--- config.mk ---
export PLATFORM = sky130hd
export DESIGN_NAME = csr_access_unit
export DESIGN_NICKNAME = d
export VERILOG_FILES = /design/src/rtl/csr_unit_pkg.sv /design/src/rtl/csr_addr_decode.sv /design/src/rtl/csr_access_check.sv /design/src/rtl/csr_store.sv /design/src/rtl/csr_access_unit.sv
export SDC_FILE = /design/constraint.sdc
export NUM_CORES = 1
export LEC_CHECK = 0
export ABC_AREA = 0
export BUFFER_PORTS_ARGS = -buffer_cell sky130_fd_sc_hd__buf_2
export CORE_MARGIN = 2
export CORE_UTILIZATION = 40
export DETAILED_ROUTE_END_ITERATION = 6
export PLACE_DENSITY = 0.58
export SETUP_SLACK_MARGIN = 0.15
export SYNTH_ARGS = -nofsm -noshare
export SYNTH_HDL_FRONTEND = slang
export SYNTH_HIERARCHICAL = 1
export SYNTH_SLANG_ARGS = --single-unit
--- constraint.sdc ---
create_clock -name clk -period 7.45 [get_ports clk]
set_input_delay 1.8625 -clock clk [delete_from_list [all_inputs] [get_ports clk]]
set_output_delay 1.8625 -clock clk [all_outputs]
set_load 0.1 [all_outputs]
--- src/rtl/csr_unit_pkg.sv ---
package csr_unit_pkg;

  localparam int FLAG_W   = 5;
  localparam int RND_W    = 3;
  localparam int GATE_IDX_W = 5;

  localparam logic [1:0] LVL_U = 2'd0;
  localparam logic [1:0] LVL_S = 2'd1;
  localparam logic [1:0] LVL_M = 2'd3;

  localparam logic [11:0] A_FP_FLAGS = 12'h001;
  localparam logic [11:0] A_FP_RND   = 12'h002;
  localparam logic [11:0] A_FP_ALL   = 12'h003;
  localparam logic [11:0] A_S_GATE   = 12'h106;
  localparam logic [11:0] A_S_SCR    = 12'h140;
  localparam logic [11:0] A_M_GATE   = 12'h306;
  localparam logic [11:0] A_M_SCR    = 12'h340;
  localparam logic [11:0] A_ID       = 12'hF14;
  localparam logic [6:0]  A_CTR_HI   = 7'b1100_000;

  typedef enum logic [3:0] {
    SEL_NONE, SEL_FFLAG, SEL_FRND, SEL_FALL,
    SEL_SSCR, SEL_MSCR, SEL_SGATE, SEL_MGATE,
    SEL_CTR,  SEL_ID
  } reg_sel_e;

  typedef enum logic [1:0] {
    PRED_NONE, PRED_ANY, PRED_FP, PRED_CTR
  } pred_e;

  function automatic logic [1:0] f_min_level(input logic [11:0] a);
    return a[9:8];
  endfunction

  function automatic logic f_is_ro(input logic [11:0] a);
    return a[11:10] == 2'b11;
  endfunction

  function automatic logic [GATE_IDX_W-1:0] f_gate_idx(input logic [11:0] a);
    return a[GATE_IDX_W-1:0];
  endfunction

  function automatic logic [63:0] f_merge(input logic [63:0] old_v,
                                          input logic [63:0] new_v,
                                          input logic [63:0] mask);
    return (old_v & ~mask) | (new_v & mask);
  endfunction

endpackage

--- src/rtl/csr_addr_decode.sv ---
module csr_addr_decode
  import csr_unit_pkg::*;
(
  input  logic [11:0] addr,
  output reg_sel_e    sel,
  output pred_e       pred
);
  always_comb begin
    sel  = SEL_NONE;
    pred = PRED_NONE;
    if (addr[11:5] == A_CTR_HI) begin
      sel  = SEL_CTR;
      pred = PRED_CTR;
    end else begin
      unique case (addr)
        A_FP_FLAGS: begin sel = SEL_FFLAG; pred = PRED_FP;  end
        A_FP_RND:   begin sel = SEL_FRND;  pred = PRED_FP;  end
        A_FP_ALL:   begin sel = SEL_FALL;  pred = PRED_FP;  end
        A_S_SCR:    begin sel = SEL_SSCR;  pred = PRED_ANY; end
        A_M_SCR:    begin sel = SEL_MSCR;  pred = PRED_ANY; end
        A_S_GATE:   begin sel = SEL_SGATE; pred = PRED_ANY; end
        A_M_GATE:   begin sel = SEL_MGATE; pred = PRED_ANY; end
        A_ID:       begin sel = SEL_ID;    pred = PRED_ANY; end
        default:    begin sel = SEL_NONE;  pred = PRED_NONE; end
      endcase
    end
  end
endmodule

--- src/rtl/csr_access_check.sv ---
module csr_access_check
  import csr_unit_pkg::*;
#(
  parameter int XLEN = 32
) (
  input  logic [1:0]            min_level,
  input  logic                  ro,
  input  logic [GATE_IDX_W-1:0] gate_idx,
  input  logic [1:0]            priv,
  input  logic                  dbg,
  input  logic                  wmask_nz,
  input  logic                  fp_on,
  input  logic                  legacy_ctr,
  input  pred_e                 pred,
  input  logic [XLEN-1:0]       m_gate,
  input  logic [XLEN-1:0]       s_gate,
  output logic                  priv_fail,
  output logic                  ro_fail,
  output logic                  pred_fail,
  output logic                  illegal
);
  logic ctr_ok;

  always_comb begin
    ctr_ok = 1'b1;
    if (legacy_ctr) begin
      if (priv < LVL_M) ctr_ok = ctr_ok & m_gate[gate_idx];
      if (priv < LVL_S) ctr_ok = ctr_ok & s_gate[gate_idx];
    end
  end

  always_comb begin
    priv_fail = !dbg && (priv < min_level);
    ro_fail   = ro && wmask_nz;
    unique case (pred)
      PRED_ANY: pred_fail = 1'b0;
      PRED_FP:  pred_fail = !dbg && !fp_on;
      PRED_CTR: pred_fail = !ctr_ok;
      default:  pred_fail = 1'b1;
    endcase
    illegal = priv_fail | ro_fail | pred_fail;
  end
endmodule

--- src/rtl/csr_store.sv ---
module csr_store
  import csr_unit_pkg::*;
#(
  parameter int          XLEN    = 32,
  parameter logic [31:0] HART_ID = 32'h0000_0007
) (
  input  logic            clk,
  input  logic            rst_n,
  input  logic            we,
  input  reg_sel_e        sel,
  input  logic [XLEN-1:0] wval,
  output logic [XLEN-1:0] rval,
  output logic [FLAG_W-1:0] flags_q,
  output logic [RND_W-1:0]  rnd_q,
  output logic [XLEN-1:0] s_scr_q,
  output logic [XLEN-1:0] m_scr_q,
  output logic [XLEN-1:0] s_gate_q,
  output logic [XLEN-1:0] m_gate_q
);
  localparam int N_WORD = 4;
  localparam reg_sel_e WORD_SEL [N_WORD] = '{SEL_SSCR, SEL_MSCR, SEL_SGATE, SEL_MGATE};

  logic [XLEN-1:0] word_q [N_WORD];

  for (genvar g = 0; g < N_WORD; g++) begin : g_word
    always_ff @(posedge clk) begin
      if (!rst_n)                         word_q[g] <= '0;
      else if (we && sel == WORD_SEL[g])  word_q[g] <= wval;
    end
  end

  always_ff @(posedge clk) begin
    if (!rst_n) begin
      flags_q <= '0;
      rnd_q   <= '0;
    end else if (we) begin
      if (sel == SEL_FFLAG || sel == SEL_FALL) flags_q <= wval[FLAG_W-1:0];
      if (sel == SEL_FRND)  rnd_q <= wval[RND_W-1:0];
      if (sel == SEL_FALL)  rnd_q <= wval[FLAG_W+RND_W-1:FLAG_W];
    end
  end

  assign s_scr_q  = word_q[0];
  assign m_scr_q  = word_q[1];
  assign s_gate_q = word_q[2];
  assign m_gate_q = word_q[3];

  always_comb begin
    rval = '0;
    unique case (sel)
      SEL_FFLAG: rval[FLAG_W-1:0] = flags_q;
      SEL_FRND:  rval[RND_W-1:0]  = rnd_q;
      SEL_FALL:  rval[FLAG_W+RND_W-1:0] = {rnd_q, flags_q};
      SEL_SSCR:  rval = s_scr_q;
      SEL_MSCR:  rval = m_scr_q;
      SEL_SGATE: rval = s_gate_q;
      SEL_MGATE: rval = m_gate_q;
      SEL_ID:    rval[31:0] = HART_ID;
      default:   rval = '0;
    endcase
  end
endmodule

--- src/rtl/csr_access_unit.sv ---
module csr_access_unit
  import csr_unit_pkg::*;
#(
  parameter int          XLEN    = 32,
  parameter logic [31:0] HART_ID = 32'h0000_0007
) (
  input  logic            clk,
  input  logic            rst_n,
  input  logic            req_valid,
  input  logic [11:0]     req_addr,
  input  logic [1:0]      req_priv,
  input  logic            req_dbg,
  input  logic [XLEN-1:0] req_wdata,
  input  logic [XLEN-1:0] req_wmask,
  input  logic            cfg_fp_on,
  input  logic            cfg_legacy_ctr,
  output logic            rsp_valid,
  output logic [XLEN-1:0] rsp_rdata,
  output logic            rsp_illegal
);
  localparam int SNAP_W = FLAG_W + RND_W + 4*XLEN;

  reg_sel_e        sel;
  pred_e           pred;
  logic            priv_fail, ro_fail, pred_fail, acc_illegal;
  logic            wmask_nz;
  logic            ev_write;
  logic [XLEN-1:0] old_val, new_val;
  logic [FLAG_W-1:0] flags_q;
  logic [RND_W-1:0]  rnd_q;
  logic [XLEN-1:0] s_scr_q, m_scr_q, s_gate_q, m_gate_q;
  logic [SNAP_W-1:0] st_snapshot;
  logic [63:0]     merge_full;

  assign wmask_nz = |req_wmask;

  csr_addr_decode u_dec (
    .addr (req_addr),
    .sel  (sel),
    .pred (pred)
  );

  csr_access_check #(.XLEN(XLEN)) u_chk_acc (
    .min_level  (f_min_level(req_addr)),
    .ro         (f_is_ro(req_addr)),
    .gate_idx   (f_gate_idx(req_addr)),
    .priv       (req_priv),
    .dbg        (req_dbg),
    .wmask_nz   (wmask_nz),
    .fp_on      (cfg_fp_on),
    .legacy_ctr (cfg_legacy_ctr),
    .pred       (pred),
    .m_gate     (m_gate_q),
    .s_gate     (s_gate_q),
    .priv_fail  (priv_fail),
    .ro_fail    (ro_fail),
    .pred_fail  (pred_fail),
    .illegal    (acc_illegal)
  );

  assign merge_full = f_merge(64'(old_val), 64'(req_wdata), 64'(req_wmask));
  assign new_val    = merge_full[XLEN-1:0];
  assign ev_write   = req_valid && !acc_illegal && wmask_nz;

  csr_store #(.XLEN(XLEN), .HART_ID(HART_ID)) u_store (
    .clk      (clk),
    .rst_n    (rst_n),
    .we       (ev_write),
    .sel      (sel),
    .wval     (new_val),
    .rval     (old_val),
    .flags_q  (flags_q),
    .rnd_q    (rnd_q),
    .s_scr_q  (s_scr_q),
    .m_scr_q  (m_scr_q),
    .s_gate_q (s_gate_q),
    .m_gate_q (m_gate_q)
  );

  assign st_snapshot = {flags_q, rnd_q, s_scr_q, m_scr_q, s_gate_q, m_gate_q};

  always_ff @(posedge clk) begin
    if (!rst_n) begin
      rsp_valid   <= 1'b0;
      rsp_illegal <= 1'b0;
      rsp_rdata   <= '0;
    end else begin
      rsp_valid   <= req_valid;
      rsp_illegal <= req_valid && acc_illegal;
      rsp_rdata   <= (req_valid && !acc_illegal) ? old_val : '0;
    end
  end
endmodule

# Yosys cells after proc, flatten, opt, wreduce, memory -nomap -nowiden
# Memories as Yosys holds them, arrays and structs flattened.
# Cells that the tools add are included.
totals:
  wordCells: 101
  ramBits: 128
  output_inout_bits: 34
  input_bits: 84
  n_memories: 1
  regBits: 42
mem_list:
  columns: ["memory", "words", "word_bits", "read_ports", "rd_clocked_by_memory_dff", "write_ports", "line_no", "text"]
  rows:
  - ["u_store.word_q", 4, 32, 4, 0, 4, "csr_store.sv:23", "logic [XLEN-1:0] word_q [N_WORD];"]
op_classes:
  n_bitwise: 11
  reduce_logical: 23
  eq_ne: 21
  order_cmp: 4
  n_mux: 36
op_table:
  columns: ["cell", "count"]
  rows:
  - ["32-bit 2-to-1 mux", 4]
  - ["24-bit case mux with 4 select lines", 1]
  - ["32-bit bitwise AND", 2]
  - ["32-bit NOT", 1]
  - ["32-bit bitwise OR", 1]
  - ["4-bit case mux with 8 select lines", 1]
  - ["32-bit OR reduction", 1]
  - ["12-bit by 10-bit equality test with 1-bit output (second input constant)", 2]
  - ["12-bit by 2-bit equality test with 1-bit output (second input constant)", 2]
  - ["12-bit by 9-bit equality test with 1-bit output (second input constant)", 2]
  - ["3-bit case mux with 7 select lines", 1]
  - ["1-bit 2-to-1 mux", 19]
  - ["4-bit by 3-bit equality test with 1-bit output (second input constant)", 4]
  - ["3-bit case mux with 5 select lines", 1]
  - ["12-bit by 1-bit equality test with 1-bit output (second input constant)", 1]
  - ["12-bit equality test (second input constant)", 1]
  - ["1-bit binary-select mux with 5-bit select", 2]
  - ["1-bit logical AND", 10]
  - ["2-bit case mux with 5 select lines", 1]
  - ["4-bit by 2-bit equality test with 1-bit output (second input constant)", 2]
  - ["7-bit equality test (second input constant)", 1]
  - ["2-bit equality test (second input constant)", 3]
  - ["5-bit by 6-bit < comparator with 1-bit output (second input constant)", 1]
  - ["3-bit 2-to-1 mux", 2]
  - ["other kinds (19)", 29]

# Logic depth before layout (Yosys ltp)
# Gate-level depths: netlist (run 1).
logic_depth:
  word_depth: 18
  depth_mapped: 16
  depth_no_buf: 14

# Modules after synthesis
# Netlist (run 1), hierarchy kept.
by_module_without_submodules:
  columns: ["module", "cells_per_inst", "area_each_um2", "instances", "seq_area_each_um2"]
  rows:
  - ["csr_store", 455, 6288.5, 1, 4003.8]
  - ["csr_access_unit", 120, 1375.1, 1, 680.7]
  - ["csr_access_check", 60, 708.2, 1, 0.0]
  - ["csr_addr_decode", 25, 165.2, 1, 0.0]

# Worst setup path after synthesis (run 1)
# OpenSTA, ideal clock, no wires.
synth_path:
  path_type: "input -> register"
  startpoint: "in req_addr[8]"
  endpoint: "mem u_store.word_q[1][0] (enable)"
  stages: 14
  required_time_ps: 6984
  setup_time_ps: 466
  n_path_buf: 1
  path_slack_ps: 577
  arrival_time_ps: 6408
  cell_sequence: "and3_2 -> nand3_1 -> a21oi_1 -> or2_1 -> and3_1 -> nand2_1 -> nor3b_1 -> a2111oi_0 -> a22oi_1 -> inv_1 -> clkbuf_1 -> o211a_1 -> nand2_1 -> o21ai_0"
synth_lines:
  columns: ["element", "line_no", "text"]
  rows:
  - ["start: declaration", "csr_access_unit.sv:10", "input logic [11:0] req_addr,"]
  - ["end: declaration", "csr_store.sv:23", null]

==> impl_metrics.toml, run 1 <==
[run_status]
outcome = "complete, no violations"

[floorplan]
io-pin-count = 118
die_area_sq_um = 22500
fp.dieH_um = 150
rows = 53
start_util_pct = 40.7
core_sq_um = 21000
die_x_um = 150

[grt]
grt_pass1_wl_um = 36100
grt_util_all_layers_pct = 21.9
grt_max_degree = 46
grt_overflow = 0
antenna_found_initial = 0
grt_pass1_vias = 5987

[cts]
clkTransAtPathRegs_ns = 0.06
postCtsSetupBuffers = 0
cts.sink_count = 170
numCtsBuffers = 17
postCtsHoldBufs = 0
cts_resized = 0
clock_path_buffers = 2
cts_tree = "done"
clock_latency_ns = 0.43
cts_max_level = 4
cts_root_buf = "clkbuf_16"

[drt]
first_iter_violations = 503
antenna_left = 0
drt_wl_total_um = 23800
vias = 5877
avgViaCountPerCell = 5.57
post_drt_wl_per_cell_um = 22.5
firstDrtPassIters = 5
drc = 0

[min_path]
worst_hold_path_type = "reg -> reg"
hold_path_depth = 2
holdPathEnd = "u_store/flags_q[0]"
holdCritStartpoint = "u_store/flags_q[0]"

[setup_path]
worstPathArrival_ns = 6.21
reg2reg_depth = 11
critPathSlowestCell = "nor3_2"
crit_path_end_kind = "flop"
crit_start = "req_addr[1]"
start_kind = "primary input"
path_max_fanout = 25
crit_path_cell_trace = "buf_2, nor2_1, nand4b_2, a21oi_2, buf_4, or2_1, and3_1, nand2_1, nor3b_1, a2111oi_0, a22oi_1, inv_1, o211a_1, nand4b_2, nor3_2, buf_4, and2_1"
rrSetupSlack_ns = 3.85
r2r-start = "u_store/word_q[3][24]"
r2r_end = "u_store/word_q[0][22]"
required_ns = 7.74
critPathMaxStageDelay_ns = 0.88
worstSetupPathType = "in -> reg"

[placed_design]
routabilityCongestion = 0.854
port_buffers = 117
dp_hpwl_um = 16300

[cells_and_area]
seqCellArea_sq_um = 4680
layout-drive-gt1-share_pct = 30.4
diodes = 0
post-route-util_pct = 47.4
fin_nets = 852
area_growth_pct = 16.5
multi_input_area_sq_um = 3590
fillers = 1905

[timing]
finalCritPeriodShare_pct = 79.4
hold_viol = 0
fmax_mhz = 169
clock_skew_ns = 0.0102
drv_slew = 0
worst-slew-pin-transition_ns = 1.11
finalCriticalPeriod_ns = 5.92
fin_setup_tns_ns = 0
setup_viol = 0
slew_headroom_pct = 25.6
rsz0062_at_grt = "no"

[power]
ir_drop_mv = 0.111
leakage_nw = 3.87
power_density_nw_per_um2 = 208

[synthesis]
synth_nets = 742
synth_warnings = 6
avgSynthCellArea_sq_um = 13.0
postSynthCellCount = 657
syn_area_sq_um = 8520

[run]
drv_cap = 0
-- where the power goes --
| part | internal, mW | switching [mW] |
|---|---|---|
| sequential | 1.04 | 0.0126 |
| clock | 0.519 | 0.362 |
| combinational | 0.0524 | 0.0779 |
-- registers in the layout, summed over array words and instances, names as in the netlist --
register / flops
u_store/word_q: 128
rsp_rdata: 32
u_store/flags_q: 5
u_store/rnd_q: 3
rsp_illegal: 1
rsp_valid: 1
-- per-layer routing --
layer	routed length, um	GRT usage [%]
met5	0	0
met4	504	7.12
met3	1110	4.21
met2	11100	34.1
met1	11100	30.8
-- worst max path at each step --
| stage | slack, ns | cells after the start | end |
|---|---|---|---|
| floorplan | 0.72 | 14 | u_store/word_q[1][0] |
| global placement | 1.31 | 16 | u_store/word_q[3][7] |
| detailed placement | 1.15 | 17 | u_store/word_q[0][24] |
| CTS | 1.57 | 17 | u_store/word_q[0][22] |
| global route | 1.14 | 17 | u_store/word_q[0][30] |
| finish | 1.53 | 17 | u_store/word_q[0][22] |
-- area by class of cell --
cell class                 count  area share [%]
clock buffer                  21            4.74
clock inverter                11            1.18
inverter                       5           0.189
multi-input combinational    441            36.2
sequential                   170            47.2
tap                          275            3.47
timing repair buffer         132            7.03
-- layout by cell type, fill, tap and decap left out, types with 5 or more instances in the layout --
master,instances
and2_1,131
edfxtp_1,128
buf_2,117
mux2i_1,69
dfxtp_1,42
mux2_2,37
and3_1,35
o22ai_1,25
clkbuf_16,17
buf_4,15
nand2_1,15
mux4_2,15
nor2b_1,11
nor2_1,10
nor4_1,8
a21oi_1,7
o221ai_1,7
inv_1,5
o21ai_0,5
-- worst max-delay path, delay by kind of cell --
kind | cells | cell delay (ns)
compound gates | 4 | 0.88
buf+inv | 4 | 1.17
simple gates | 9 | 2.27
-- metrics by stage --
| stage | hold WS (ns) | std cells | setup WS [ns] | instance area (sq um) | total power [mW] |
|---|---|---|---|---|---|
| final | 0.518 | 1055 | 1.53 | 9930 | 2.06 |
| after global routing | 0.556 | 1055 | 1.14 | 9930 | 2.13 |
| after global placement | 0.489 | 1023 | 1.31 | 9340 | 1.20 |
| after CTS | 0.524 | 1055 | 1.57 | 9930 | 2.08 |
| after floorplan | 0.474 | 657 | 0.721 | 8520 | 1.14 |
| after detailed placement | 0.510 | 1023 | 1.15 | 9340 | 1.20 |
(Power assumes the default switching activity.)
==> run 2: changes to the inputs <==
==> constraint.sdc (replaced) <==
create_clock -name clk -period 5.82 [get_ports clk]
set_input_delay 1.455 -clock clk [delete_from_list [all_inputs] [get_ports clk]]
set_output_delay 1.455 -clock clk [all_outputs]
set_load 0.1 [all_outputs]
==> run 2 against run 1 <==
Against the previous run: sequential cell count did not move; combinational power grew 31%; worst setup slack got worse by 0.73 ns; critical path depth decreased by 1; global-route usage is essentially flat; first-iteration DRC count grew 5.6%; cell count grew 0.85%; final area increased by 0.61%; utilization is 0.29 points higher; sequential power grew 29%; die area is the same; largest cell class unchanged; highest routed layer unchanged.
==> impl_metrics.toml, run 2 (same netlist as run 1, synthesis figures left out) <==
[run_status]
outcome = "complete, no violations"

[cells_and_area]
final_cell_mix = "and2_1, edfxtp_1, buf_2, mux2i_1, dfxtp_1"
fin_nets = 860
final_common_cell = "and2_1"
seqCellArea_sq_um = 4680
area_growth_pct = 17.2
largest_register = "u_store/word_q"
reg_top3 = "u_store/word_q: 128 flops, rsp_rdata: 32 flops, u_store/flags_q: 5 flops"
largest_reg_flops = 128
fillers = 1909
layout-drive-gt1-share_pct = 31.1
multi_input_area_sq_um = 3590

[grt]
grt_pass1_wl_um = 36000
antenna_found_initial = 0
grt_max_degree = 33
grt_overflow = 0
grt_util_all_layers_pct = 21.9
grt_pass1_vias = 6016

[timing]
fin_setup_tns_ns = 0
fmax_mhz = 199
slew_headroom_pct = 27.9
drv_slew = 0
finalCriticalPeriod_ns = 5.02
worst-slew-pin-transition_ns = 1.08
hold_viol = 0
finalCritPeriodShare_pct = 86.2
setup_viol = 0
rsz0062_at_grt = "no"
clock_skew_ns = 0.0139

[placed_design]
dp_hpwl_um = 16600
port_buffers = 117
routabilityCongestion = 0.851

[power]
power_mw = 2.62
power_density_nw_per_um2 = 262
ir_drop_mv = 0.186
leakage_nw = 3.90

[drt]
antenna_left = 0
avgViaCountPerCell = 5.63
vias = 5985
drt_wl_total_um = 24100
drc = 0
post_drt_wl_per_cell_um = 22.7
firstDrtPassIters = 5
first_iter_violations = 531

[floorplan]
die_area_sq_um = 22500
rows = 53
start_util_pct = 40.7
io-pin-count = 118
die_x_um = 150
core_sq_um = 21000
fp.dieH_um = 150

[setup_path]
path_max_fanout = 20
reg2reg_depth = 10
r2r-start = "u_store/word_q[2][18]"
crit_path_end_kind = "flop"
crit_start = "req_addr[0]"
worstSetupPathType = "in -> reg"
worstPathArrival_ns = 5.12
rrSetupSlack_ns = 2.66
start_kind = "primary input"
r2r_end = "u_store/word_q[1][3]"
required_ns = 5.92

[cts]
clkTransAtPathRegs_ns = 0.06
cts_max_level = 4
clock_path_buffers = 2
postCtsHoldBufs = 0
postCtsSetupBuffers = 0
cts_resized = 0
cts_tree = "done"
cts.sink_count = 170
numCtsBuffers = 17
clock_latency_ns = 0.44
cts_root_buf = "clkbuf_16"

[min_path]
holdPathEnd = "u_store/flags_q[4]"
worst_hold_path_type = "reg -> reg"
holdCritStartpoint = "u_store/flags_q[4]"
hold_path_depth = 2

[run]
drv_cap = 0
==> run 2: metal layers <==
layer | global-route usage (%) | part of all wire [%] | vias up
li1 | - | - | 2707
met1 | 30.2 | 44 | 2961
met2 | 35.0 | 48 | 286
met3 | 4.24 | 6.8 | 31
met4 | 6.37 | 1.6 | 0
met5 | 0 | 0 | -
==> run 2: where the power goes <==
group	internal (mW)	switching, mW	leakage, nW
registers	1.33	0.0159	1.65
clock network	0.625	0.477	0.268
logic	0.0685	0.101	1.98
total	2.02	0.594	3.90
==> run 2: how the worst max path moves through the flow <==
stage                                        to  slack [ns]  depth (start not counted)
after global placement    u_store/word_q[1][11]        0.87                         16
after global routing      u_store/word_q[2][22]        0.66                         16
after CTS                  u_store/word_q[1][1]        1.01                         16
after detailed placement  u_store/word_q[1][12]        0.57                         16
after floorplan            u_store/word_q[2][0]       -0.49                         14
final                      u_store/word_q[1][3]        0.80                         16
==> run 2: critical path: stages <==
cell and delay, ns:
buf_2 0.40, nor2_1 0.18, nand3_1 0.16, a21oi_1 0.09, buf_4 0.20, or2_1 0.24
and3_1 0.21, nand2_1 0.12, nor3b_1 0.06, a2111oi_0 0.66, a22oi_1 0.24, inv_1 0.12
o211a_1 0.26, nand2_1 0.16, o21ai_2 0.18, buf_4 0.33
==> run 2: layout make-up <==
| cell class | instances | share of cell area [%] |
|---|---|---|
| inverters | 5 | 0.188 |
| clock inverters | 14 | 1.32 |
| flip-flops and latches | 170 | 46.9 |
| well taps | 275 | 3.45 |
| clock buffers | 18 | 4.30 |
| multi-input cells | 441 | 36.0 |
| repair buffers | 140 | 7.84 |
| diodes | 1 | 0.0251 |
==> run 2: per-stage QoR <==
step / hold slack (ns) / cells / instance area, sq um / worst slack [ns] / util [%]
CTS: 0.532 / 1063 / 9980 / 1.01 / 47.6
detailed placement: 0.521 / 1031 / 9420 / 0.573 / 45.0
floorplan: 0.474 / 657 / 8520 / -0.495 / -
finish: 0.529 / 1064 / 9990 / 0.804 / 47.7
global placement: 0.495 / 1031 / 9420 / 0.875 / 45.0
global route: 0.576 / 1063 / 9980 / 0.660 / 47.6
